==> config.mk <==
export PLATFORM = sky130hd
export DESIGN_NAME = npc_unit
export DESIGN_NICKNAME = d
export VERILOG_FILES = /design/src/rtl/npc_pkg.sv /design/src/rtl/npc_decode.sv /design/src/rtl/npc_compare.sv /design/src/rtl/npc_targets.sv /design/src/rtl/npc_select.sv /design/src/rtl/npc_unit.sv
export SDC_FILE = /design/constraint.sdc
export NUM_CORES = 1
export LEC_CHECK = 0
export BUFFER_PORTS_ARGS = -buffer_cell sky130_fd_sc_hd__buf_2
export CORE_MARGIN = 3
export CORE_UTILIZATION = 48
export DETAILED_ROUTE_END_ITERATION = 6
export GPL_TIMING_DRIVEN = 0
export MAX_ROUTING_LAYER = met4
export PLACE_DENSITY = 0.9
export SETUP_SLACK_MARGIN = 0.02
export SKIP_LAST_GASP = 1
export SYNTH_ARGS = -nofsm -noshare
export SYNTH_HDL_FRONTEND = slang
export SYNTH_SLANG_ARGS = --single-unit
==> constraint.sdc <==
create_clock -name clk -period 4.7 [get_ports clk]
set_clock_uncertainty 0.05 [all_clocks]
set_input_delay 0.235 -clock clk [delete_from_list [all_inputs] [get_ports clk]]
set_output_delay 0.235 -clock clk [all_outputs]
set_load 0.01 [all_outputs]
==> src/rtl/npc_pkg.sv <==
package npc_pkg;
   localparam int unsigned ILEN = 32;
   localparam logic [5:0] OPC_SPECIAL = 6'h00;
   localparam logic [5:0] OPC_JUMP    = 6'h02;
   localparam logic [5:0] OPC_CALL    = 6'h03;
   localparam logic [5:0] OPC_BR_EQ   = 6'h04;
   localparam logic [5:0] OPC_BR_NE   = 6'h05;
   localparam logic [5:0] FN_JREG     = 6'h08;

   typedef enum logic [2:0] {
      CF_SEQ  = 3'd0,
      CF_BEQ  = 3'd1,
      CF_BNE  = 3'd2,
      CF_JMP  = 3'd3,
      CF_CALL = 3'd4,
      CF_JREG = 3'd5
   } cf_kind_t;

   typedef struct packed {
      cf_kind_t    kind;
      logic [15:0] br_off;
      logic [25:0] j_index;
   } cf_decode_t;
endpackage

==> src/rtl/npc_decode.sv <==
module npc_decode
   import npc_pkg::*;
(
   input  logic [ILEN-1:0] instr,
   output cf_decode_t      dec
);
   logic [5:0] opc;
   logic [5:0] fn;

   assign opc = instr[31:26];
   assign fn  = instr[5:0];

   always_comb begin
      dec.br_off  = instr[15:0];
      dec.j_index = instr[25:0];
      unique case (opc)
         OPC_BR_EQ:   dec.kind = CF_BEQ;
         OPC_BR_NE:   dec.kind = CF_BNE;
         OPC_JUMP:    dec.kind = CF_JMP;
         OPC_CALL:    dec.kind = CF_CALL;
         OPC_SPECIAL: dec.kind = (fn == FN_JREG) ? CF_JREG : CF_SEQ;
         default:     dec.kind = CF_SEQ;
      endcase
   end
endmodule

==> src/rtl/npc_compare.sv <==
module npc_compare #(
   parameter int unsigned XLEN    = 32,
   parameter bit          XOR_TREE = 1'b1
) (
   input  logic [XLEN-1:0] a,
   input  logic [XLEN-1:0] b,
   output logic            same
);
   generate
      if (XOR_TREE) begin : g_xor
         logic [XLEN-1:0] diff;
         assign diff = a ^ b;
         assign same = ~(|diff);
      end else begin : g_eq
         assign same = (a == b);
      end
   endgenerate
endmodule

==> src/rtl/npc_targets.sv <==
module npc_targets #(
   parameter int unsigned XLEN = 32
) (
   input  logic [XLEN-1:0] pc,
   input  logic [15:0]     br_off,
   input  logic [25:0]     j_index,
   output logic [XLEN-1:0] seq_pc,
   output logic [XLEN-1:0] br_pc,
   output logic [XLEN-1:0] jmp_pc
);
   localparam int unsigned EXT_W   = XLEN - 18;
   localparam int unsigned KEEP_LO = 28;

   logic [XLEN-1:0] off_bytes;

   assign seq_pc    = pc + XLEN'(4);
   assign off_bytes = {{EXT_W{br_off[15]}}, br_off, 2'b00};
   assign br_pc     = seq_pc + off_bytes;
   assign jmp_pc    = {pc[XLEN-1:KEEP_LO], j_index, 2'b00};
endmodule

==> src/rtl/npc_select.sv <==
module npc_select
   import npc_pkg::*;
#(
   parameter int unsigned XLEN = 32
) (
   input  cf_kind_t        kind,
   input  logic            same,
   input  logic [XLEN-1:0] seq_pc,
   input  logic [XLEN-1:0] br_pc,
   input  logic [XLEN-1:0] jmp_pc,
   input  logic [XLEN-1:0] reg_pc,
   output logic [XLEN-1:0] next_pc,
   output logic            taken,
   output logic            link_we
);
   always_comb begin
      next_pc = seq_pc;
      taken   = 1'b0;
      link_we = 1'b0;
      unique case (kind)
         CF_BEQ: if (same) begin
            next_pc = br_pc;
            taken   = 1'b1;
         end
         CF_BNE: if (!same) begin
            next_pc = br_pc;
            taken   = 1'b1;
         end
         CF_JMP: begin
            next_pc = jmp_pc;
            taken   = 1'b1;
         end
         CF_CALL: begin
            next_pc = jmp_pc;
            taken   = 1'b1;
            link_we = 1'b1;
         end
         CF_JREG: begin
            next_pc = reg_pc;
            taken   = 1'b1;
         end
         default: ;
      endcase
   end
endmodule

==> src/rtl/npc_unit.sv <==
module npc_unit
   import npc_pkg::*;
#(
   parameter int unsigned XLEN      = 32,
   parameter int unsigned REG_IDX_W = 5,
   parameter int unsigned LINK_REG  = 31,
   parameter logic [XLEN-1:0] START_PC = 32'h0040_0000,
   parameter bit          XOR_TREE  = 1'b1
) (
   input  logic                 clk,
   input  logic                 rst,
   input  logic [ILEN-1:0]      instr,
   input  logic [XLEN-1:0]      rs_val,
   input  logic [XLEN-1:0]      rt_val,
   output logic [XLEN-1:0]      pc,
   output logic [XLEN-1:0]      next_pc,
   output logic                 taken,
   output logic                 link_we,
   output logic [REG_IDX_W-1:0] link_idx,
   output logic [XLEN-1:0]      link_val
);
   localparam int unsigned REG_COUNT = 1 << REG_IDX_W;

   generate
      if (XLEN < 32) begin : g_bad_xlen
         $error("npc_unit: XLEN must be at least 32");
      end
      if (LINK_REG == 0 || LINK_REG >= REG_COUNT) begin : g_bad_link
         $error("npc_unit: LINK_REG must be nonzero and fit REG_IDX_W");
      end
      if (START_PC[1:0] != 2'b00) begin : g_bad_start
         $error("npc_unit: START_PC must be word aligned");
      end
   endgenerate

   cf_decode_t      dec;
   logic            same;
   logic [XLEN-1:0] seq_pc;
   logic [XLEN-1:0] br_pc;
   logic [XLEN-1:0] jmp_pc;

   npc_decode u_dec (
      .instr (instr),
      .dec   (dec)
   );

   npc_compare #(.XLEN(XLEN), .XOR_TREE(XOR_TREE)) u_cmp (
      .a    (rs_val),
      .b    (rt_val),
      .same (same)
   );

   npc_targets #(.XLEN(XLEN)) u_tgt (
      .pc      (pc),
      .br_off  (dec.br_off),
      .j_index (dec.j_index),
      .seq_pc  (seq_pc),
      .br_pc   (br_pc),
      .jmp_pc  (jmp_pc)
   );

   npc_select #(.XLEN(XLEN)) u_sel (
      .kind    (dec.kind),
      .same    (same),
      .seq_pc  (seq_pc),
      .br_pc   (br_pc),
      .jmp_pc  (jmp_pc),
      .reg_pc  (rs_val),
      .next_pc (next_pc),
      .taken   (taken),
      .link_we (link_we)
   );

   assign link_idx = REG_IDX_W'(LINK_REG);
   assign link_val = seq_pc;

   always_ff @(posedge clk) begin
      if (rst) pc <= START_PC;
      else     pc <= next_pc;
   end
endmodule

## Word level (Yosys, flattened, before mapping)

Index checks and enable logic that the tools add are counted.

- Bits in registers: 32
- Input bits: 98
- Word-level logic and storage cells: 27

- Add/subtract/negate cells: 2
- Eq/ne operators: 10
- Multiplexer cells: 9
- Bitwise logic cells: 1
- Reduce and logical (&&, ||, !) cells: 4

Operator list:

| cell | number |
|---|---|
| $pmux 32 s4 | 1 |
| $mux 32 | 2 |
| $add 32x3->32 const B | 1 |
| $add 32x32->32 | 1 |
| $reduce_or 32->1 | 1 |
| $xor 32x32->32 | 1 |
| $pmux 3 s5 | 1 |
| $eq 6x2->1 const B | 2 |
| $eq 6x3->1 const B | 2 |
| $eq 3x2->1 const B | 2 |
| $eq 3x3->1 const B | 2 |
| $eq 6x4->1 const B | 1 |
| $logic_not 6->1 | 1 |
| $eq 3x1->1 const B | 1 |
| $mux 1 | 3 |
| $mux 3 | 1 |
| $pmux 1 s3 | 1 |
| $reduce_or 3->1 | 1 |
| $reduce_or 2->1 | 1 |

## Depth between registers and ports, before layout

- Depth after elaboration: 6
- Gate-level depth with buffers: 17
- Mapped depth without buffers: 15

## Cells and area by module

From an unflattened synthesis, not the netlist that was laid out.

- Cell total of the unflattened synthesis: 812
- Area, all modules: 6,467.5 µm²

By module, submodules not included:

| module | instances | cells each | area an instance (µm²) | seq. area each (µm²) |
|---|---|---|---|---|
| npc_targets | 1 | 367 | 2,586.2 | 0.0 |
| npc_select | 1 | 276 | 2,228.4 | 0.0 |
| npc_unit | 1 | 73 | 903.4 | 640.6 |
| npc_decode | 1 | 53 | 402.9 | 0.0 |
| npc_compare | 1 | 43 | 346.6 | 0.0 |

## Worst setup path before layout

No wires, ideal clock.

- Kind: reg-to-output
- Start point: register pc[4]
- End point: output next_pc[26]
- Data arrival time: 3.521 ns
- Data required time: 4.415 ns
- Setup slack: 0.894 ns
- Cell stages (with the launch flop): 16
- Buffers on the path: 1
- Cell sequence: dfxtp_1 > and4_1 > and3_1 > nor2b_1 > buf_4 > nand4_1 > xnor2_1 > ha_1 > a21o_1 > a21o_1 > a21oi_1 > o21ai_0 > a21oi_2 > o21bai_4 > and4_1 > or3_1

- Cells in the longest elaborated chain, start to end: 4
- Elaborated cells between the ends (all ways): 5
- Classes of those cells: 2 x add/sub; 3 x mux

Ends and longest elaborated chain:

| what | RTL line | source |
|---|---|---|
| start, declared | npc_unit.sv:15 | `output logic [XLEN-1:0] pc,` |
| start signal, assigned | npc_unit.sv:79 | `else pc <= next_pc;` |
| $add 32x3->32 * | npc_targets.sv:16 | `assign seq_pc = pc + XLEN'(4);` |
| named net link_val[15] | npc_unit.sv:20 | `output logic [XLEN-1:0] link_val` |
| $add 32x32->32 * | npc_targets.sv:18 | `assign br_pc = seq_pc + off_bytes;` |
| $mux 32, on equally long branches | npc_select.sv:25, npc_select.sv:21 |  |
| $pmux 32 s4 * | npc_select.sv:20 | `unique case (kind)` |
| end, declared | npc_unit.sv:16 | `output logic [XLEN-1:0] next_pc,` |

The timed path passes the listed nets; every way through them passes the cells marked *.

## Worst setup path after layout

- Start point: register pc[5]
- End point: output next_pc[28]

- Cells in the longest elaborated chain, start to end: 4
- Elaborated cells between the ends (all ways): 5
- Classes of those cells: 2 x add/sub; 3 x mux

Ends and longest elaborated chain:

| what | RTL line |
|---|---|
| $add 32x3->32 * | npc_targets.sv:16 |
| $add 32x32->32 | npc_targets.sv:18 |
| $mux 32, on equally long branches | npc_select.sv:25, npc_select.sv:21 |
| $pmux 32 s4 * | npc_select.sv:20 |

Mark *: on every way between the ends. The rest lies on a longest branch, timed or not.

==> impl_metrics.env <==
export IMPL_switchingPower_uw=315
export IMPL_cp_required_ns=4.41
export IMPL_globalplace_congestion=1.00
export IMPL_ant_nets=0
export IMPL_routedWlPerCell_um=21.6
export IMPL_crit_type="reg2out"
export IMPL_largest_reg_flops=32
export IMPL_postCtsHoldBufs=0
export IMPL_p_leak_nw=2.61
export IMPL_synth_top_area_cell="dfxtp_1"
export IMPL_timing_final_crit_share_pct=95.8
export IMPL_syn_inst=513
export IMPL_synth_top_area_share_pct=15.8
export IMPL_rows=32
export IMPL_synth_area_top_cells="dfxtp_1 (16%), xnor2_1 (15%), ha_1 (11%), a222oi_1 (4.7%), nand4_1 (4.2%)"
export IMPL_power_frac_seq_pct=33.5
export IMPL_async_flop_share_pct=0
export IMPL_synth_avg_cell_area_um2=7.91
export IMPL_ys_seq_area_share_pct=15.8
export IMPL_grt_max_degree=19
export IMPL_gr_total_overflow=0
export IMPL_yosysWarnings=0
export IMPL_switching_share_pct=36.6
export IMPL_cts_sinks=32
export IMPL_vdd_ir_drop_max_v=0.000105
export IMPL_arrival_ns=4.22
export IMPL_grt_setup_unrepaired="no"
export IMPL_syn_area_um2=4060
export IMPL_finalSetupTns_ns=0
export IMPL_design_core_area_um2=7970
export IMPL_hpwl_mm=14.0
export IMPL_nets=855
export IMPL_fillers=712
export IMPL_grt_pass1_wl_mm=26.2
export IMPL_ys_ff_latch=32
export IMPL_clk_latency_ns=0.30
export IMPL_cts_max_level=2
export IMPL_numCtsBuffers=5
export IMPL_max_freq_mhz=222
export IMPL_slew_viol_final=0
export IMPL_grt_pass1_vias=4787
export IMPL_first_pass_iters=6
export IMPL_finalSetupViolations=0
export IMPL_yosys_cell_count_top_type="xnor2_1"
export IMPL_vias_per_cell=6.26
export IMPL_cts_path_max_buffers=2
export IMPL_min_path_type="in2reg"
export IMPL_die_h_um=98.0
export IMPL_io_pins=201
export IMPL_antenna_diode_count=0
export IMPL_portBuffers=195
export IMPL_drive_gt1_share_pct=32.5
export IMPL_period_needed_ns=4.50
export IMPL_clock_tree_root_cell="clkbuf_8"
export IMPL_end_kind="output pin"
export IMPL_worst_slew_pin_slew_ns=0.836
export IMPL_cts_reportedPaths_clkPinSlew_ns=0.07
export IMPL_reg_top3="pc: 32 flops"
export IMPL_cts_tree="yes"
export IMPL_synthToLayoutAreaGrowth_pct=30.8
export IMPL_power_density_nw_per_um2=162
export IMPL_synth_top_cells_by_count="xnor2_1 (69), ha_1 (36), nand2_1 (34)"
export IMPL_p_clk_share_pct=28.7
export IMPL_hold_viol_final=0
export IMPL_fp_dieW_um=98.0
export IMPL_ys_types=61
export IMPL_grt_use_total_pct=35.8
export IMPL_slew_limit_headroom_pct=44.2
export IMPL_cp_max_fo=9
export IMPL_fp_dieArea_um2=9600
export IMPL_p_int_uw=547
export IMPL_cap_violations=0
export IMPL_synth_edf_count=0
export IMPL_max_flop_register="pc"
export IMPL_vias=5148
export IMPL_start_util_pct=51.0
export IMPL_drt_iter0_markers=509
export IMPL_finalWirelength_mm=17.7
export IMPL_outcome="completed"
export IMPL_dominantRegCellSynth="dfxtp_1"
export IMPL_critical_path_startpoint_type="flip-flop"
export IMPL_antenna_found_initial=0
export IMPL_holdWs_ns=0.166
export IMPL_drc=0
export IMPL_combPwrFrac_pct=37.8
export IMPL_finalPower_uw=863
## cell families (layout without fill, tap and decap cells)
| kind of cell | Yosys count | in the layout | synth area share (%) |
|---|---|---|---|
| AND/OR/NAND/NOR | 162 | 162 | 21.6 |
| AO/OA/AOI/OAI | 152 | 152 | 27.0 |
| XOR/XNOR | 86 | 86 | 18.7 |
| buffers and inverters | 43 | 246 | 5.18 |
| adder cells (fa/ha/maj) | 37 | 37 | 11.6 |
| flip-flops | 32 | 32 | 15.8 |
| other | 1 | 5 | 0.0924 |
## stage by stage
stage | utilization [%] | area, µm² | instances | worst slack [ns]
finish | 66.7 | 5310 | 822 | 0.195
global route | 66.7 | 5310 | 822 | 0.00234
CTS | 66.3 | 5280 | 821 | 0.131
detailed placement | 65.0 | 5180 | 814 | 0.276
global placement | 65.0 | 5180 | 814 | 0.280
floorplan | - | 4080 | 517 | 0.894
## layout by cell type, fill, tap and decap left out, types with 16 or more instances in the layout
master and count:
a21o_1 17, a21oi_1 21, a222oi_1 19, and2_1 19, buf_2 198, dfxtp_1 32
ha_1 36, nand2_1 34, nand3_1 23, nand4_1 27, nor2_1 23, o21ai_0 29
xnor2_1 68, xor2_1 16
## power groups by stage
stage | clock (mW) | sequential (mW) | combinational (mW)
final | 0.247 | 0.289 | 0.326
after global routing | 0.262 | 0.290 | 0.349
after CTS | 0.251 | 0.288 | 0.318
after detailed placement | 0 | 0.295 | 0.316
after global placement | 0 | 0.294 | 0.313
after floorplan | 0 | 0.296 | 0.178
## routing by layer
metal	part of all wire [%]	vias to the layer above	global-route usage (%)
li1	-	2347	-
met1	39	2383	44.6
met2	45	364	57.5
met3	12	54	6.50
met4	4.3	0	13.7
met5	0	-	-
## critical path, cell delays in order (launching register included)
cell and delay [ns]:
dfxtp_1 0.43, and4_1 0.30, and3_1 0.22, nor2b_1 0.14, buf_4 0.24, nand2_1 0.09
xnor2_1 0.35, ha_1 0.24, or4b_1 0.45, a31o_1 0.26, a21oi_4 0.17, a21oi_2 0.14
buf_4 0.17, o21ai_0 0.24, xnor2_1 0.18, o21ai_0 0.11, buf_2 0.18
## area by class of cell
cell class,count,area (µm²),share of cell area (%)
Inverter,13,48.8,0.919
Buffer,29,158,2.97
Tap cell,102,128,2.40
Clock buffer,7,96.3,1.81
Multi-Input combinational cell,442,3250,61.2
Timing Repair Buffer,197,991,18.7
Sequential cell,32,641,12.1
## final timing paths
check        startpoint          end  slack, ns  cells after the start
min reg2reg       pc[0]        pc[0]       0.61                      3
max               pc[5]  next_pc[28]       0.20                     16
max reg2reg       pc[5]       pc[28]       0.75                     15
min                 rst       pc[30]       0.17                      2
## repair_timing
item | CTS | global route
gates resized for setup | 2 | 4
setup endpoints to repair | 5 | 8
setup buffers | 0 | 2
cloned | 0 | 0
Power figures use the tool's default switching activity.
